==> config.mk <==
export PLATFORM = sky130hd
export DESIGN_NAME = loadUseGuard
export DESIGN_NICKNAME = d
export VERILOG_FILES = /design/src/rtl/luPkg.sv /design/src/rtl/luHazardCtl.sv /design/src/rtl/luPipeModel.sv /design/src/rtl/loadUseGuard.sv
export SDC_FILE = /design/constraint.sdc
export NUM_CORES = 1
export LEC_CHECK = 0
export ABC_AREA = 1
export BUFFER_PORTS_ARGS = -buffer_cell sky130_fd_sc_hd__buf_2
export CAP_MARGIN = 20
export CELL_PAD_IN_SITES_DETAIL_PLACEMENT = 0
export CELL_PAD_IN_SITES_GLOBAL_PLACEMENT = 2
export CORE_AREA = 2 2 101 103
export DETAILED_ROUTE_END_ITERATION = 16
export DIE_AREA = 0 0 103 105
export PLACE_DENSITY_LB_ADDON = 0.15
export SYNTH_ARGS = -nofsm -noshare
export SYNTH_HDL_FRONTEND = slang
export SYNTH_SLANG_ARGS = --single-unit
==> constraint.sdc <==
create_clock -name clk -period 1.6 [get_ports clk]
set_input_delay 0.32 -clock clk [delete_from_list [all_inputs] [get_ports clk]]
set_output_delay 0.32 -clock clk [all_outputs]
set_load 0.05 [all_outputs]
==> src/rtl/luPkg.sv <==
`timescale 1ns/1ps
package luPkg;
  localparam int unsigned REG_W   = 5;
  localparam int unsigned TAG_W   = 8;
  localparam int unsigned NUM_SRC = 2;

  // instruction as it sits in fetch/decode: full operand set
  typedef struct packed {
    logic             valid;
    logic [REG_W-1:0] rs1;
    logic [REG_W-1:0] rs2;
    logic [REG_W-1:0] rd;
    logic             we;
    logic             isLoad;
    logic [TAG_W-1:0] tag;
  } decInstr_t;

  // instruction in execute: only what the hazard check and tracking need
  typedef struct packed {
    logic             valid;
    logic [REG_W-1:0] rd;
    logic             we;
    logic             isLoad;
    logic [TAG_W-1:0] tag;
  } exInstr_t;

  // memory and writeback stages only carry identity
  typedef struct packed {
    logic             valid;
    logic [TAG_W-1:0] tag;
  } lateInstr_t;

  // control-to-datapath strobes
  typedef struct packed {
    logic pcHold;
    logic ifIdHold;
    logic bubble;
  } stallStrobe_t;

  localparam decInstr_t  DEC_NOP  = '0;
  localparam exInstr_t   EX_NOP   = '0;
  localparam lateInstr_t LATE_NOP = '0;
endpackage

==> src/rtl/luHazardCtl.sv <==
`timescale 1ns/1ps
module luHazardCtl
  import luPkg::*;
(
  input  logic                          clk,
  input  logic                          rst,
  input  logic                          decValid,
  input  logic [NUM_SRC-1:0][REG_W-1:0] decSrc,
  input  logic                          exValid,
  input  logic                          exWe,
  input  logic                          exLoad,
  input  logic [REG_W-1:0]              exRd,
  output stallStrobe_t                  strobes
);

  logic               producerLive;
  logic [NUM_SRC-1:0] srcHit;
  logic               loadUse;

  // a producer only matters if it is a real load that writes a nonzero register
  assign producerLive = exValid && exWe && exLoad && (exRd != '0);

  generate
    for (genvar s = 0; s < NUM_SRC; s++) begin : g_src
      assign srcHit[s] = decValid && producerLive && (decSrc[s] == exRd);
    end
  endgenerate

  // any number of matching sources gives a single stall
  assign loadUse = |srcHit;

  always_comb begin
    strobes          = '0;
    strobes.pcHold   = loadUse;
    strobes.ifIdHold = loadUse;
    strobes.bubble   = loadUse;
  end

  AST_SINGLE_BUBBLE: assert property (@(posedge clk) disable iff (rst)
    strobes.bubble |=> !strobes.bubble);

endmodule

==> src/rtl/luPipeModel.sv <==
`timescale 1ns/1ps
module luPipeModel
  import luPkg::*;
#(
  parameter int unsigned PC_W        = 8,
  parameter int unsigned LATE_STAGES = 2
) (
  input  logic                          clk,
  input  logic                          rst,
  input  decInstr_t                     fetchInstr,
  input  stallStrobe_t                  strobes,
  output logic [PC_W-1:0]               pcOut,
  output logic                          decValid,
  output logic [NUM_SRC-1:0][REG_W-1:0] decSrc,
  output exInstr_t                      exInstr,
  output lateInstr_t                    retireInstr
);

  logic [PC_W-1:0]                  pcQ;
  decInstr_t                        ifIdQ;
  exInstr_t                         idExQ;
  lateInstr_t [LATE_STAGES-1:0]     lateQ;

  // program counter: frozen during a stall
  always_ff @(posedge clk) begin
    if (rst)                  pcQ <= '0;
    else if (!strobes.pcHold) pcQ <= pcQ + 1'b1;
  end

  // fetch/decode register: keeps the fetched instruction during a stall
  always_ff @(posedge clk) begin
    if (rst)                    ifIdQ <= DEC_NOP;
    else if (!strobes.ifIdHold) ifIdQ <= fetchInstr;
  end

  // decode/execute register: receives a no-operation as the bubble
  always_ff @(posedge clk) begin
    if (rst || strobes.bubble) begin
      idExQ <= EX_NOP;
    end else begin
      idExQ.valid  <= ifIdQ.valid;
      idExQ.rd     <= ifIdQ.rd;
      idExQ.we     <= ifIdQ.we;
      idExQ.isLoad <= ifIdQ.isLoad;
      idExQ.tag    <= ifIdQ.tag;
    end
  end

  // memory and writeback stages never stall
  always_ff @(posedge clk) begin
    if (rst) begin
      lateQ <= '0;
    end else begin
      for (int l = 0; l < int'(LATE_STAGES); l++) begin
        if (l == 0) lateQ[l] <= '{valid: idExQ.valid, tag: idExQ.tag};
        else        lateQ[l] <= lateQ[l-1];
      end
    end
  end

  assign pcOut       = pcQ;
  assign decValid    = ifIdQ.valid;
  assign decSrc      = {ifIdQ.rs2, ifIdQ.rs1};
  assign exInstr     = idExQ;
  assign retireInstr = lateQ[LATE_STAGES-1];

  AST_STROBES_AGREE: assert property (@(posedge clk) disable iff (rst)
    (strobes.pcHold == strobes.bubble) && (strobes.ifIdHold == strobes.bubble));
  AST_DECODE_HELD: assert property (@(posedge clk) disable iff (rst)
    strobes.ifIdHold |=> (ifIdQ == $past(ifIdQ)));
  AST_PC_FROZEN: assert property (@(posedge clk) disable iff (rst)
    strobes.pcHold |=> (pcQ == $past(pcQ)));
  AST_EXEC_NOP: assert property (@(posedge clk) disable iff (rst)
    strobes.bubble |=> !idExQ.valid);
  AST_NO_ZERO_DEST: assert property (@(posedge clk) disable iff (rst)
    strobes.bubble |-> (idExQ.rd != '0));
  AST_NO_DEAD_WRITE: assert property (@(posedge clk) disable iff (rst)
    strobes.bubble |-> idExQ.we);
  AST_ONLY_LOADS: assert property (@(posedge clk) disable iff (rst)
    strobes.bubble |-> (idExQ.isLoad && idExQ.valid));
  AST_PRODUCER_ADVANCES: assert property (@(posedge clk) disable iff (rst)
    strobes.bubble |=> (lateQ[0].valid && (lateQ[0].tag == $past(idExQ.tag))));
  AST_RESET_CLEARS: assert property (@(posedge clk)
    rst |=> ((pcQ == '0) && !ifIdQ.valid && !idExQ.valid && !strobes.bubble));

endmodule

==> src/rtl/loadUseGuard.sv <==
`timescale 1ns/1ps
module loadUseGuard
  import luPkg::*;
#(
  parameter int unsigned PC_W        = 8,
  parameter int unsigned LATE_STAGES = 2
) (
  input  logic             clk,
  input  logic             rst,
  input  logic             fetchValid,
  input  logic [REG_W-1:0] fetchRs1,
  input  logic [REG_W-1:0] fetchRs2,
  input  logic [REG_W-1:0] fetchRd,
  input  logic             fetchWe,
  input  logic             fetchLoad,
  input  logic [TAG_W-1:0] fetchTag,
  output logic [PC_W-1:0]  pcOut,
  output logic             pcHold,
  output logic             ifIdHold,
  output logic             bubbleInsert,
  output logic             exValid,
  output logic [TAG_W-1:0] exTag,
  output logic             wbValid,
  output logic [TAG_W-1:0] wbTag
);

  decInstr_t                     fetchInstr;
  stallStrobe_t                  strobes;
  logic                          decValid;
  logic [NUM_SRC-1:0][REG_W-1:0] decSrc;
  exInstr_t                      exInstr;
  lateInstr_t                    retireInstr;

  always_comb begin
    fetchInstr.valid  = fetchValid;
    fetchInstr.rs1    = fetchRs1;
    fetchInstr.rs2    = fetchRs2;
    fetchInstr.rd     = fetchRd;
    fetchInstr.we     = fetchWe;
    fetchInstr.isLoad = fetchLoad;
    fetchInstr.tag    = fetchTag;
  end

  luHazardCtl i_ctl (
    .clk      (clk),
    .rst      (rst),
    .decValid (decValid),
    .decSrc   (decSrc),
    .exValid  (exInstr.valid),
    .exWe     (exInstr.we),
    .exLoad   (exInstr.isLoad),
    .exRd     (exInstr.rd),
    .strobes  (strobes)
  );

  luPipeModel #(
    .PC_W        (PC_W),
    .LATE_STAGES (LATE_STAGES)
  ) i_pipe (
    .clk         (clk),
    .rst         (rst),
    .fetchInstr  (fetchInstr),
    .strobes     (strobes),
    .pcOut       (pcOut),
    .decValid    (decValid),
    .decSrc      (decSrc),
    .exInstr     (exInstr),
    .retireInstr (retireInstr)
  );

  assign pcHold       = strobes.pcHold;
  assign ifIdHold     = strobes.ifIdHold;
  assign bubbleInsert = strobes.bubble;
  assign exValid      = exInstr.valid;
  assign exTag        = exInstr.tag;
  assign wbValid      = retireInstr.valid;
  assign wbTag        = retireInstr.tag;

endmodule

**Word-level counts from Yosys, hierarchy flattened**

Cells that the tools add are included.

- Equal/unequal tests: 2
- Reduce and logical (&&, ||, !) cells: 9
- Add/subtract/negate cells: 1

Operator list:

| operator | number |
|---|---|
| $eq 5x5->1 | 2 |
| $add 8x1->8 const B | 1 |
| $logic_and 1x1->1 | 6 |
| $reduce_bool 5->1 | 1 |
| $reduce_or 2->1 | 1 |
| $logic_or 1x1->1 | 1 |

- Input port bits: 28
- Logic and storage cells: 29
- Bits in registers: 68
- Output and inout bits: 29

**Depth between registers and ports, before layout**

- Depth in word-level cells: 7
- Mapped depth: 11
- Depth with buffers taken out: 10

**Cells and area by module**

From an unflattened synthesis, not the netlist that was laid out.

- Cell total of the unflattened synthesis: 334
- Area, all modules: 2631.3 sq um

By module, submodules not included:

| module | sequential area each (sq um) | area an instance (sq um) | times used | cells an instance |
|---|---|---|---|---|
| luPipeModel | 1361.3 | 2407.3 | 1 | 285 |
| luHazardCtl | 0.0 | 224.0 | 1 | 49 |

**Worst setup path before layout**

No wires, ideal clock.

- Kind: reg2out
- From: reg i_pipe.idExQ, in the netlist i_pipe.exInstr[15]
- To: out ifIdHold
- Buffers on the path: 2
- Stages on the path, launching flop included: 9
- Data required time: 1280 ps
- Path slack: -389 ps
- Arrival time: 1669 ps
- Cells stage by stage: dfxtp_1 > nand2_1 > nor2_1 > nand2_1 > inv_2 > nand4_4 > nand2_4 > buf_6 > buf_4

- Word-level cells in the longest chain between the ends: 6
- Elaborated cells between the ends (all ways): 7
- Classes of those cells: reduce/logical (7)

RTL lines:

| what | RTL line | text |
|---|---|---|
| start: declaration | luPipeModel.sv:21 | `exInstr_t idExQ;` |
| $logic_and 1x1->1 * (3 in series) | luHazardCtl.sv:21 | `assign producerLive = exValid && exWe && exLoad && (exRd != '0);` |
| $logic_and 1x1->1 * | luHazardCtl.sv:25 | `assign srcHit[s] = decValid && producerLive && (decSrc[s] == exRd);` |
| $logic_and 1x1->1 | luHazardCtl.sv:25 |  |
| $reduce_or 2->1 * | luHazardCtl.sv:30 | `assign loadUse = \|srcHit;` |
| end: declaration | loadUseGuard.sv:19 | `output logic ifIdHold,` |

Mark *: on every way between the ends. The rest lies on a longest branch, timed or not.

**Final worst setup path**

- From: reg i_pipe.idExQ, in the netlist i_pipe.exInstr[12]
- To: out bubbleInsert

- Word-level cells in the longest chain between the ends: 5
- Elaborated cells between the ends (all ways): 8
- Classes of those cells: eq/ne (2); reduce/logical (6)

RTL lines:

| what | RTL line | text |
|---|---|---|
| $reduce_bool 5->1 | luHazardCtl.sv:21 |  |
| $logic_and 1x1->1 | luHazardCtl.sv:21 |  |
| $logic_and 1x1->1 (2 in series) | luHazardCtl.sv:25 |  |
| $reduce_or 2->1 * | luHazardCtl.sv:30 |  |
| end: declaration | loadUseGuard.sv:20 | `output logic bubbleInsert,` |

Marked as above.

==> impl_results.md <==
- Status: complete, but fails checks
- Failing checks: negative setup slack
- Max Cap Viol: 0
- Design Area, Final: approximately 0.0035 mm²
- Clk buf depth: 2
- Wire length per cell: 10.7 µm
- Non-Filler Instances: roughly 580
- CP Capture Type: output port
- WP data arrival: roughly 1500 ps
- Synth top cells by count: nor2_1, dfxtp_1, nand2_1
- Initial Util: a little under 30%
- Post-synth top area cell: dfxtp_1
- #FFs+latches synth: 68
- CP Cell Sequence: nor2_1 > nand3_1 > nand2_1 > inv_2 > nand4_4 > nand2_4 > buf_8
- Fill cells: roughly 1,100
- Yosys warns: 0
- Hold WC Path Type: input pin to flip-flop
- Dominant cells by area after synthesis: dfxtp_1, nor2_1, nand2_1
- Dpl cell area: between 0.003 and 0.004 mm²
- Ant. Diodes: 0
- Full die area: around 0.011 mm²
- RD Place Congestion: about 0.69
- PwrDens: roughly 1100 mW/mm²
- Buf/Inv on CP: 2
- Row cnt: 36
- DPL Wire Length: 4390 µm
- Die height: about 110 µm
- Final Setup Violations: 3
- DRC Markers: 0
- CP max-delay cell: dfxtp_4
- Met3 usage: roughly 4%
- Tot Pwr: about 3.7 mW
- Post-Route Utilization: a little under two fifths
- Top-count cell post-synth: nor2_1
- H-tree depth: 3
- Crit path time final: 1770 ps
- Vias/cell: roughly 4.0
- Worst slew pin tran: approximately 350 ps
- Skew final: between 5 and 6 ps
- Final hold vios: 0
- Worst endpoint required time: between 1000 and 1500 ps
- Max Slew Vio Count: 0
- Core area: ~0.0096 mm²
- Multi-input logic area: approximately 0.0011 mm²
- Post-synth EDFFs: 0
- Setup ws final: -167 ps
- Total track usage: 12.5%
- Post-synth cell types: 25
- Total wire length: about 6100 µm
- Slew HR: approximately 77%
- Sequential cell area: roughly 0.0014 mm²
- Critical path class: flip-flop to output port
- Antenna Violating Nets Remaining: 0
- Period utilisation layout: 110%
- Avg Cell Area, Syn: roughly 7.4 µm²
- Placed instance count: approximately 560
- Clock sinks: 68
- Max Clk Rate: 566 MHz
- Ratio of cells with drive above 1 in the final layout: between 20% and 30%
- Largest net degree at the start of global routing: 23
- Root buf cell: clkbuf_8
- Startpoint Class: flip-flop
- Worst Hold Launch: fetchValid
- Chip Width: around 100 µm
- Sequential element share of the synthesized area: about half
- Cell count after synthesis: 382
- VDD IR max: between 0.0003 and 0.0004 V
- Main flop type after synthesis: dfxtp_1
- Unrepaired setup endpoints after global routing: yes
- Final setup TNS: -501 ps
- Slowest stage delay, CP: roughly 380 ps
- M2 GR Usage: between 20 and 25%
- Clk slew on worst S/H paths: around 80 ps
- Syn-to-layout area delta: 25.0%
- First-pass GRT wire length: around 10,000 µm
- # port buffers: 56
- DRT iter0 DRCs: 39
- Pre-Repair DR Iteration Count: 5
- Async SR Flop Fraction: 0%
- Met1 GRT Util: 14.9%
- Cts bufs inserted: 9
- Initial antenna violation count: 0
- Top-area cell type share of the netlist area: around 48%
- CTS tree: built
- Largest fanout on the critical path: 5
- GRT busiest layer: met2
- GRT overflow: 0
- Worst setup startpoint: i_pipe.exInstr[12]
- Skew-Pair Late Insertion Delay: ~340 ps
- Syn_nets: 411
- Critical R2R Launch: i_pipe.exInstr[12]
- Io pins: 57
- Vias in the first global route: 2,250
- Pleak: roughly 1.7 nW
- Post-synthesis cell area: about 0.0028 mm²
- Layout Nets: between 400 and 500
- Vias: ~2,300
- CP top delay family: simple AND/OR/NAND/NOR gates
-- tightest hold or removal path, stage by stage --
cell and delay [ps]:
buf_2 80, o21ai_1 60, inv_1 40
-- flip-flops by register name (all words and copies together) (netlist names) --
name,cells
i_pipe.ifIdQ,15
i_pipe.decValid,1
i_pipe.lateQ,9
i_pipe.pcOut,8
i_pipe.exInstr,16
i_pipe.retireInstr,9
i_pipe.decSrc,10
-- timing repair --
action                                  4_1_cts  5_1_grt
hold buffers                                  0        0
pin swaps                                     3        9
endpoints found under the setup margin        3       30
resized for setup                            19       15
buffers inserted                              1        3
-- layer usage --
metal	vias to the layer above	wire [µm]
met5	-	0
met1	1002	2860
met4	0	102
li1	1233	-
met2	49	2850
met3	8	322
-- area by class of cell --
type / count / area share, %
clock inverter: 6 / 1.98
tap: 133 / 4.70
timing repair buffer: 77 / 14.4
inverter: 55 / 5.83
multi-input combinational: 226 / 30.1
sequential: 68 / 38.8
clock buffer: 10 / 4.21
-- report_power, final --
group	total, mW	switching, mW	internal (mW)
logic	0.433	0.267	0.166
registers	1.79	0.0322	1.76
clock network	1.52	0.696	0.825
total	3.74	0.995	2.75
-- cells by family after synthesis --
group	after synthesis	share of synthesized area (%)
simple gates	211	32.3
buf+inv	88	15.6
flops	68	48.1
xor+xnor	9	2.78
compound gates	5	0.884
fa+ha+maj	1	0.442
-- metrics by stage --
step           hold WS, ps  worst slack (ps)
6_report               175              -167
5_1_grt                163              -253
4_1_cts                180              -195
3_5_place_dp           395             -3.30
3_3_place_gp           391              28.7
2_1_floorplan          388             -56.7
-- worst paths after layout --
kind / endpoint / slack (ps) / cells past startpoint
setup / recovery: bubbleInsert / -170 / 7
hold / removal: i_pipe.decValid / 180 / 3
hold reg to reg: i_pipe.retireInstr[4] / 400 / 2
setup reg to reg: i_pipe.decSrc[8] / 50 / 10
-- layout by cell type (no fill, tap or decap), types with 4 or more instances in the layout --
master    count
inv_1        50
nand2_2       4
nand2_1      59
xnor2_1       4
clkbuf_8      9
buf_4        16
dfxtp_2       5
a21oi_1       4
inv_2         5
nand3_1      40
buf_8         4
dfxtp_1      61
xor2_1        4
buf_2        53
nor2_1       94
(Power assumes the default switching activity.)
